<file path="src/rtl/tlb_pkg.sv">
package tlb_pkg;
  localparam int VA_W   = 32;
  localparam int OFF_LO = 10;
  localparam int VPN_W  = VA_W - OFF_LO;
  localparam int PPN_W  = 19;
  localparam int ASID_W = 8;
  localparam int FLG_W  = 9;
  localparam int F_VALID  = 8;
  localparam int F_SZ_HI  = 7;
  localparam int F_SZ_LO  = 4;
  localparam int F_SHARED = 1;

  typedef struct packed {
    logic [VPN_W-1:0]  vpn;
    logic [ASID_W-1:0] asid;
    logic [PPN_W-1:0]  ppn;
    logic [FLG_W-1:0]  flags;
  } tlb_ent_t;

  function automatic logic [VPN_W-1:0] page_mask(input logic [FLG_W-1:0] f);
    logic [VPN_W-1:0] m;
    case ({f[F_SZ_HI], f[F_SZ_LO]})
      2'b00:   m = {VPN_W{1'b1}};
      2'b01:   m = {{(VPN_W-2){1'b1}}, 2'b00};
      2'b10:   m = {{(VPN_W-6){1'b1}}, 6'b0};
      default: m = {{(VPN_W-10){1'b1}}, 10'b0};
    endcase
    return m;
  endfunction
endpackage

</file>
<file path="src/rtl/tlb_store.sv">
module tlb_store
  import tlb_pkg::*;
#(
  parameter int N_ENT = 64,
  localparam int IDX_W = $clog2(N_ENT)
) (
  input  logic             clk,
  input  logic             rst,
  input  logic             wr_en,
  input  logic [IDX_W-1:0] wr_idx,
  input  tlb_ent_t         wr_ent,
  input  logic             inval,
  output tlb_ent_t         ents [N_ENT],
  output logic [N_ENT-1:0] valid_q
);
  tlb_ent_t mem [N_ENT];

  // entry contents carry no reset; only the valid vector does
  always_ff @(posedge clk) begin
    if (wr_en) mem[wr_idx] <= wr_ent;
  end

  always_ff @(posedge clk) begin
    if (rst || inval) valid_q <= '0;
    else if (wr_en)   valid_q[wr_idx] <= wr_ent.flags[F_VALID];
  end

  assign ents = mem;


  inval_clr_chk: assert property (@(posedge clk) disable iff (rst)
    inval |=> (valid_q == '0));
endmodule

</file>
<file path="src/rtl/tlb_match.sv">
module tlb_match
  import tlb_pkg::*;
#(
  parameter int N_ENT = 64
) (
  input  tlb_ent_t          ents [N_ENT],
  input  logic [N_ENT-1:0]  valid_q,
  input  logic [VA_W-1:0]   va,
  input  logic [ASID_W-1:0] asid,
  input  logic              asid_en,
  output logic [N_ENT-1:0]  hit_vec
);
  for (genvar g = 0; g < N_ENT; g++) begin : g_cmp
    logic [VPN_W-1:0] msk;
    logic             pg_eq;
    logic             id_ok;
    assign msk   = page_mask(ents[g].flags);
    assign pg_eq = (((va[VA_W-1:OFF_LO] ^ ents[g].vpn) & msk) == '0);
    assign id_ok = !asid_en || ents[g].flags[F_SHARED] || (ents[g].asid == asid);
    assign hit_vec[g] = valid_q[g] && pg_eq && id_ok;
  end
endmodule

</file>
<file path="src/rtl/tlb_resolve.sv">
module tlb_resolve
  import tlb_pkg::*;
#(
  parameter int N_ENT = 64,
  localparam int IDX_W = $clog2(N_ENT)
) (
  input  logic             clk,
  input  logic             rst,
  input  logic             req,
  input  logic [VA_W-1:0]  va,
  input  logic [N_ENT-1:0] hit_vec,
  input  tlb_ent_t         ents [N_ENT],
  output logic             res_valid,
  output logic             res_hit,
  output logic             res_miss,
  output logic             res_multi,
  output logic [IDX_W-1:0] res_idx,
  output logic [VA_W-1:0]  res_paddr
);
  logic             any_c, multi_c;
  logic [IDX_W-1:0] idx_c;
  logic [VA_W-1:0]  mask32, ppn32, pa_c;

  always_comb begin
    any_c   = 1'b0;
    multi_c = 1'b0;
    idx_c   = '0;
    for (int i = 0; i < N_ENT; i++) begin
      if (hit_vec[i]) begin
        if (any_c) multi_c = 1'b1;
        any_c = 1'b1;
        idx_c = IDX_W'(i);
      end
    end
  end

  assign mask32 = {page_mask(ents[idx_c].flags), {OFF_LO{1'b0}}};
  assign ppn32  = VA_W'({ents[idx_c].ppn, {OFF_LO{1'b0}}});
  assign pa_c   = (ppn32 & mask32) | (va & ~mask32);

  always_ff @(posedge clk) begin
    if (rst) begin
      res_valid <= 1'b0;
      res_hit   <= 1'b0;
      res_miss  <= 1'b0;
      res_multi <= 1'b0;
      res_idx   <= '0;
      res_paddr <= '0;
    end else begin
      res_valid <= req;
      res_hit   <= req && any_c && !multi_c;
      res_miss  <= req && !any_c;
      res_multi <= req && multi_c;
      res_idx   <= (req && any_c && !multi_c) ? idx_c : '0;
      res_paddr <= (req && any_c && !multi_c) ? pa_c : '0;
    end
  end


  res_pulse_chk: assert property (@(posedge clk) disable iff (rst)
    res_valid == $past(req));

  res_excl_chk: assert property (@(posedge clk) disable iff (rst)
    $countones({res_hit, res_miss, res_multi}) == (res_valid ? 1 : 0));

  off_pass_chk: assert property (@(posedge clk) disable iff (rst)
    res_hit |-> (res_paddr[OFF_LO-1:0] == $past(va[OFF_LO-1:0])));
endmodule

</file>
<file path="src/rtl/tlb_repl.sv">
module tlb_repl #(
  parameter int N_ENT = 64,
  localparam int IDX_W = $clog2(N_ENT)
) (
  input  logic             clk,
  input  logic             rst,
  input  logic             step,
  input  logic             cfg_wr,
  input  logic [IDX_W-1:0] cfg_ptr,
  input  logic [IDX_W-1:0] cfg_bnd,
  output logic [IDX_W-1:0] ptr
);
  logic [IDX_W-1:0] bnd;
  logic [IDX_W:0]   nxt;

  assign nxt = {1'b0, ptr} + 1'b1;

  always_ff @(posedge clk) begin
    if (rst) begin
      ptr <= '0;
      bnd <= '0;
    end else if (cfg_wr) begin
      ptr <= cfg_ptr;
      bnd <= cfg_bnd;
    end else if (step) begin
      if (nxt == {1'b0, bnd} || nxt == (IDX_W+1)'(N_ENT)) ptr <= '0;
      else ptr <= nxt[IDX_W-1:0];
    end
  end


  ptr_step_chk: assert property (@(posedge clk) disable iff (rst)
    (step && !cfg_wr) |=> (ptr == '0 || ptr == $past(ptr) + 1'b1));

  ptr_hold_chk: assert property (@(posedge clk) disable iff (rst)
    (!step && !cfg_wr) |=> $stable(ptr));

  ptr_cfg_chk: assert property (@(posedge clk) disable iff (rst)
    cfg_wr |=> (ptr == $past(cfg_ptr)));
endmodule

</file>
<file path="src/rtl/tlb_assoc.sv">
module tlb_assoc
  import tlb_pkg::*;
#(
  parameter int N_ENT = 64,
  localparam int IDX_W = $clog2(N_ENT)
) (
  input  logic              clk,
  input  logic              rst,
  input  logic              lkp_req,
  input  logic [31:0]       lkp_vaddr,
  input  logic [7:0]        lkp_asid,
  input  logic              asid_en,
  input  logic              ld_req,
  input  logic [31:0]       stage_hi,
  input  logic [31:0]       stage_lo,
  input  logic              inval_all,
  input  logic              cfg_wr,
  input  logic [IDX_W-1:0]  cfg_ptr,
  input  logic [IDX_W-1:0]  cfg_bnd,
  output logic [IDX_W-1:0]  rep_ptr,
  output logic              res_valid,
  output logic              res_hit,
  output logic              res_miss,
  output logic              res_multi,
  output logic [IDX_W-1:0]  res_idx,
  output logic [31:0]       res_paddr
);
  tlb_ent_t         ents [N_ENT];
  logic [N_ENT-1:0] valid_q;
  logic [N_ENT-1:0] hit_vec;
  tlb_ent_t         ld_ent;

  assign ld_ent.vpn   = stage_hi[31:OFF_LO];
  assign ld_ent.asid  = stage_hi[ASID_W-1:0];
  assign ld_ent.ppn   = stage_lo[OFF_LO+PPN_W-1:OFF_LO];
  assign ld_ent.flags = stage_lo[FLG_W-1:0];

  tlb_store #(.N_ENT(N_ENT)) u_store (
    .clk(clk), .rst(rst), .wr_en(ld_req), .wr_idx(rep_ptr), .wr_ent(ld_ent),
    .inval(inval_all), .ents(ents), .valid_q(valid_q)
  );

  tlb_match #(.N_ENT(N_ENT)) u_match (
    .ents(ents), .valid_q(valid_q), .va(lkp_vaddr), .asid(lkp_asid),
    .asid_en(asid_en), .hit_vec(hit_vec)
  );

  tlb_resolve #(.N_ENT(N_ENT)) u_resolve (
    .clk(clk), .rst(rst), .req(lkp_req), .va(lkp_vaddr), .hit_vec(hit_vec),
    .ents(ents), .res_valid(res_valid), .res_hit(res_hit), .res_miss(res_miss),
    .res_multi(res_multi), .res_idx(res_idx), .res_paddr(res_paddr)
  );

  tlb_repl #(.N_ENT(N_ENT)) u_repl (
    .clk(clk), .rst(rst), .step(lkp_req), .cfg_wr(cfg_wr), .cfg_ptr(cfg_ptr),
    .cfg_bnd(cfg_bnd), .ptr(rep_ptr)
  );


  idx_zero_chk: assert property (@(posedge clk) disable iff (rst)
    (res_miss || res_multi) |-> (res_idx == '0 && res_paddr == '0));
endmodule

</file>
<file path="config.mk">
export PLATFORM = sky130hd
export DESIGN_NAME = tlb_assoc
export DESIGN_NICKNAME = d
export VERILOG_FILES = /design/src/rtl/tlb_pkg.sv /design/src/rtl/tlb_store.sv /design/src/rtl/tlb_match.sv /design/src/rtl/tlb_resolve.sv /design/src/rtl/tlb_repl.sv /design/src/rtl/tlb_assoc.sv
export SDC_FILE = /design/constraint.sdc
export NUM_CORES = 2
export LEC_CHECK = 0
export BUFFER_PORTS_ARGS = -buffer_cell sky130_fd_sc_hd__buf_2
export CAP_MARGIN = 15
export CORE_ASPECT_RATIO = 0.75
export CORE_UTILIZATION = 49
export CTS_BUF_LIST = sky130_fd_sc_hd__clkbuf_4 sky130_fd_sc_hd__clkbuf_8 sky130_fd_sc_hd__clkbuf_16
export DETAILED_ROUTE_END_ITERATION = 8
export SLEW_MARGIN = 10
export SYNTH_ARGS = -nofsm -noshare
export SYNTH_HDL_FRONTEND = slang
export SYNTH_SLANG_ARGS = --single-unit
</file>
<file path="constraint.sdc">
create_clock -name clk -period 5.7 [get_ports clk]
set_clock_uncertainty 0.15 [all_clocks]
set_input_delay 0.285 -clock clk [delete_from_list [all_inputs] [get_ports clk]]
set_output_delay 0.285 -clock clk [all_outputs]
set_load 0.05 [all_outputs]
</file>
# Word level (Yosys, flattened, before mapping)
# Index checks and enable logic that the tools add are counted.
# W data, S select, Z words.
# word_totals
register_bits,3830
output_inout_bits,48
# op_classes
add_sub_neg,1
order_cmp,5
eq_ne,196
muxes,330
bitwise,135
reduce_logical,398
# ops
cell,n
$bwmux W3712,1
$pmux W10 S3,65
$and A22 B22 Y22,64
$logic_not A22 Y1,64
$xor A22 B22 Y22,64
$eq A8 B8 Y1,64
$bmux W58 S6,1
$demux W58 S6,1
$mux W6,35
$mux W1,192
$logic_and A1 B1 Y1,134
$eq A2 B1 Y1 const B,65
$eq A2 B2 Y1 const B,65
$logic_not A2 Y1,65
$logic_or A1 B1 Y1,130
$mux W5,16
$bwmux W64,1
$mux W58,1
$mux W28,2
$and A29 B32 Y32,1
$and A32 B32 Y32,1
$mux W4,8
$not A32 Y32,1
$or A32 B32 Y32,1
other kinds (15),23

# Longest topological paths before layout
# logic_depth
depth_word,137
depth_mapped,26
ltp_nobuf,17

# Hierarchy
# A second synthesis with hierarchy kept.
# hier_totals
cells_unflattened,10053
hier_area_um2,154854.8
# by_module_without_submodules
module,n_inst,cells_per_inst,area_per_inst_um2,seq_area_each_um2
tlb_store,1,4038,114333.4,112748.1
tlb_match,1,3032,24093.1,0.0
tlb_resolve,1,2903,15725.1,780.7
tlb_repl,1,80,703.2,240.2

# Least setup slack after synthesis
# Ideal clock, no wire load.
# synth_path
kind,register -> register
from,"register, netlist name u_repl.ptr[3]"
to,"register u_store.mem, in the netlist u_store.ents[3133], enable pin"
t_arrival_ps,3938
t_required_ps,5087
setup_slack_ps,1149
stages_incl_launch_ff,7
n_path_buf,3
cell_sequence,dfxtp_1 clkbuf_1 inv_1 or3_1 clkbuf_1 clkbuf_1 nor2_1
# synth_rtl
item,line_no,rtl
"to (signal, indexed assignment)",tlb_store.sv:20,if (wr_en) mem[wr_idx] <= wr_ent;
to (decl),tlb_store.sv:16,tlb_ent_t mem [N_ENT];

# Final worst setup path
# layout_path
from,input lkp_vaddr[19]
to,register u_resolve.res_paddr[14]
# layout_between
elab_chain_len,136
elab_cells_between_ends,590
cone_classes,2 x eq/ne; 257 x mux; 134 x bitwise; 197 x reduce/logical
# layout_lines
item,line_no,rtl
from (decl),tlb_assoc.sv:10,"input logic [31:0] lkp_vaddr,"
$xor A22 B22 Y22,tlb_match.sv:18,assign pg_eq = (((va[VA_W-1:OFF_LO] ^ ents[g].vpn) & msk) == '0);
$and A22 B22 Y22,tlb_match.sv:18,
$logic_not A22 Y1,tlb_match.sv:18,
$logic_and A1 B1 Y1 (2 in a row),tlb_match.sv:20,assign hit_vec[g] = valid_q[g] && pg_eq && id_ok;
$mux W1,tlb_resolve.sv:29,if (hit_vec[i]) begin
$mux W1,tlb_resolve.sv:30,if (any_c) multi_c = 1'b1;
$mux W1,tlb_resolve.sv:29,
$mux W1,tlb_resolve.sv:30,
(+119 left out),n/a,
$mux W1,tlb_resolve.sv:30,
$mux W1,tlb_resolve.sv:29,
$mux W1,tlb_resolve.sv:30,
$mux W1,tlb_resolve.sv:29,
$logic_not A1 Y1,tlb_resolve.sv:55,res_paddr <= (req && any_c && !multi_c) ? pa_c : '0;
$logic_and A1 B1 Y1,tlb_resolve.sv:55,
$not A1 Y1 (no line),n/a,
$reduce_or A2 Y1 (no line),n/a,
to (signal assigned),tlb_resolve.sv:55,
to (decl),tlb_resolve.sv:18,output logic [VA_W-1:0] res_paddr
# Several ways; a longest one is shown, not always the timed one. The select of a mux whose other input is x is not followed.
# A chain may end at the register's enable or synchronous reset.

==> results.toml <==
[drt]
drt-wirelength-per-cell_um = 33.2
route.detailed.vias_per_inst = 6.13
drt_first_iter_violations = 14825
post_route_drc = 0
final_antenna_net_count = 0
drt_pass1_iterations = 9
detail_route.wirelength_um = 526000
detailroute.via_count = 96942

[timing]
period_minus_slack_ns = 5.69
max_slew.worst_pin.slew_ns = 1.20
finalHoldViolations = 0
setup_tns_ns = 0
slew_viol_final = 0
setup_slack_ns = 0.00558
final-setup-viol-count = 0
achievable-frequency_mhz = 176
hold_slack_ns = 0.0106
final_min_period_over_clock_period = 0.999
relative_max_transition_margin = 0.177

[cells_and_area]
design.final.nets = 11735
post_route_cells_drive_above_1_share = 0.202
num-fill-cells = 22718
multi_input_area_um2 = 42000
final_core_util = 0.596
area.sequential_um2 = 102000
area_growth_pct = 20.5
layout.cell_area.non_filler_um2 = 177000
final_standard_cell_count_with_taps_included_and_fillers_excluded = 15822

[placement]
placement.setup.worst_slack_ns = -0.796
number_of_cells_in_the_design_after_placement = 15055
placed_instance_area_um2 = 163000
gp_congestion = 1.04
port-buffer-count = 156
hpwlAfterDp_um = 339000

[synthesis]
seq_area_frac_synth = 0.696
synth_compound_gate_area_share = 0.0496
synth_top_cell_area_share = 0.680
synth-edff-count = 3328
synth_cell_types = 108
synthTopCellsByCount = "sky130_fd_sc_hd__edfxtp_1 (3328), sky130_fd_sc_hd__xnor2_1 (1906), sky130_fd_sc_hd__nand2_1 (1018), sky130_fd_sc_hd__nand4_1 (536), sky130_fd_sc_hd__nand3_1 (417)"
ys.flop_type = "sky130_fd_sc_hd__edfxtp_1"
syn-instance-count = 9971
yosys-top-cells-area = "sky130_fd_sc_hd__edfxtp_1 (68%), sky130_fd_sc_hd__xnor2_1 (11%), sky130_fd_sc_hd__mux2i_1 (2.8%), sky130_fd_sc_hd__nand2_1 (2.6%), sky130_fd_sc_hd__nand4_1 (2.3%)"
synthXorXnorAreaFrac = 0.115
yosysMostFrequentCell = "sky130_fd_sc_hd__edfxtp_1"
synth.area.mux_share = 0.0285
asyncSetResetFlopFracSynth = 0
post_synthesis_simple_gate_area_fraction = 0.0854
synth.yosys.warnings = 0
post_synth_instance_area_um2 = 147000
post_synth_fa_ha_maj_area_fraction = 0.000290
syn_avg_cell_area_um2 = 14.7
library_cell_occupying_the_most_area_in_the_post_synthesis_netlist = "sky130_fd_sc_hd__edfxtp_1"
synth_top_family_by_area = "XOR/XNOR gates"
synth.ff_latch_count = 3443

[flow_run]
maxCapViolations = 0

[pwr]
worst_ir_drop_vdd_mv = 0.290
cellLeakagePower_nw = 57.7
report.power.total_mw = 54.3
cellPowerDensity_nw_per_um2 = 307

[die]
io_pins = 171
core_area_um2 = 297000
floorplan.die_area_um2 = 302000
start_util = 0.494
fp.dieH_um = 476
die_x_um = 634
placement_rows = 173

[grt]
global_route.overflow_total = 0
groute.usage.overall = 0.342
grt_first_pass_wirelength_um = 721000
grt_pass1_vias = 91547
antenna_found_initial = 39
grt_max_degree = 76

[clock_tree]
clk_pin_slew_ns = 0.06
numCtsBuffers = 346
tritoncts_num_sinks = 3443
cts_tree = "yes"
cts.root.buffer_cell = "sky130_fd_sc_hd__clkbuf_16"
cts.path.max_buffers = 4
cts-htree-levels = 5
worst_skew_pair.late_latency_ns = 0.93

[worst_setup_path]
critical_path.max_stage_delay_ns = 0.79
cp-end-kind = "register"
crit_slowest_cell = "sky130_fd_sc_hd__dlygate4sd3_1"
critical_path_class = "in2reg"
worst_setup_path_start_kind = "primary input"
worst_ep_required_time_ns = 6.32
cpMostUsedCell = "sky130_fd_sc_hd__buf_4"
critPathArrivalTime_ns = 6.32
path_max_fanout = 12

[worst_hold_path]
worst_hold_path_type = "in2reg"

[status]
status = "complete, no violations"
[worst paths after layout]
kind	from	endpoint	slack (ns)	cells past startpoint
setup / recovery	lkp_vaddr[19]	u_resolve.res_paddr[14]	0.006	25
hold / removal	stage_hi[2]	u_store.ents[3220]	0.01	2
hold reg to reg	u_store.valid_q[16]	u_store.valid_q[16]	0.35	2
setup reg to reg	u_store.ents[3181]	u_resolve.res_paddr[11]	0.07	23
[report_power, final]
| part | internal (mW) | leakage [nW] | total [mW] | switching [mW] |
|---|---|---|---|---|
| Sequential | 27.9 | 30.9 | 27.9 | 0.0512 |
| Combinational | 1.11 | 21.1 | 3.05 | 1.94 |
| Clock | 13.5 | 5.69 | 23.4 | 9.90 |
[repair_timing]
item                                    4_1_cts  5_1_grt
hold buffers                                118        5
endpoints found under the setup margin       36       36
setup buffers                                 1       12
gates resized for setup                      30       61
endpoints found under the hold margin      1368      200
pin swaps                                     4       21
cloned                                        1        6
[cell families (layout without fill, tap and decap cells)]
group | after synthesis | in the layout
other cells | 1 | 8
compound gates | 1079 | 1079
fa+ha+maj | 4 | 4
xor+xnor | 1929 | 1929
buf+inv | 564 | 2471
simple gates | 2534 | 2534
flops | 3443 | 3443
mux | 417 | 417
[final cells by class]
class,count,share of cell area
Inverter,80,0.00170
Tap cell,3937,0.0278
Sequential cell,3443,0.577
Antenna cell,5,0.0000707
Timing Repair Buffer,1774,0.0911
Clock buffer,441,0.0541
Clock inverter,176,0.0106
Multi-Input combinational cell,5966,0.237
[layout by cell type (no fill, tap or decap), drive strengths merged, types with 116 or more instances in the layout]
master       netlist  final
mux2i            407    407
xnor2           1906   1906
nor2             132    132
nand2           1020   1020
a21oi            240    240
nor4             143    143
clkinv             0    116
dlygate4sd3        0    123
nand3            421    421
clkbuf           124    447
edfxtp          3328   3328
buf              360   1644
nand4            536    536
o21ai            305    305
[critical path, delay by kind of cell]
kind,cells,cell delay (ns)
simple gates,6,1.08
buf+inv,9,2.41
mux,2,0.20
xor+xnor,1,0.17
compound gates,7,2.08
[layer usage]
| metal | global-route usage | vias to the layer above | part of all wire |
|---|---|---|---|
| met5 | 0 | - | 0.000080 |
| met4 | 0.104 | 6 | 0.035 |
| met1 | 0.521 | 49380 | 0.42 |
| met3 | 0.0820 | 812 | 0.12 |
| met2 | 0.484 | 5956 | 0.42 |
| li1 | - | 40788 | - |
[state kept, by name, summed over array words and instances (netlist names)]
signal / flops
u_repl.bnd: 6
u_resolve.res_valid: 1
u_store.ents: 3328
u_repl.ptr: 6
u_resolve.res_miss: 1
u_resolve.res_paddr: 29
u_resolve.res_idx: 6
u_store.valid_q: 64
u_resolve.res_hit: 1
u_resolve.res_multi: 1
(Power assumes the default switching activity.)
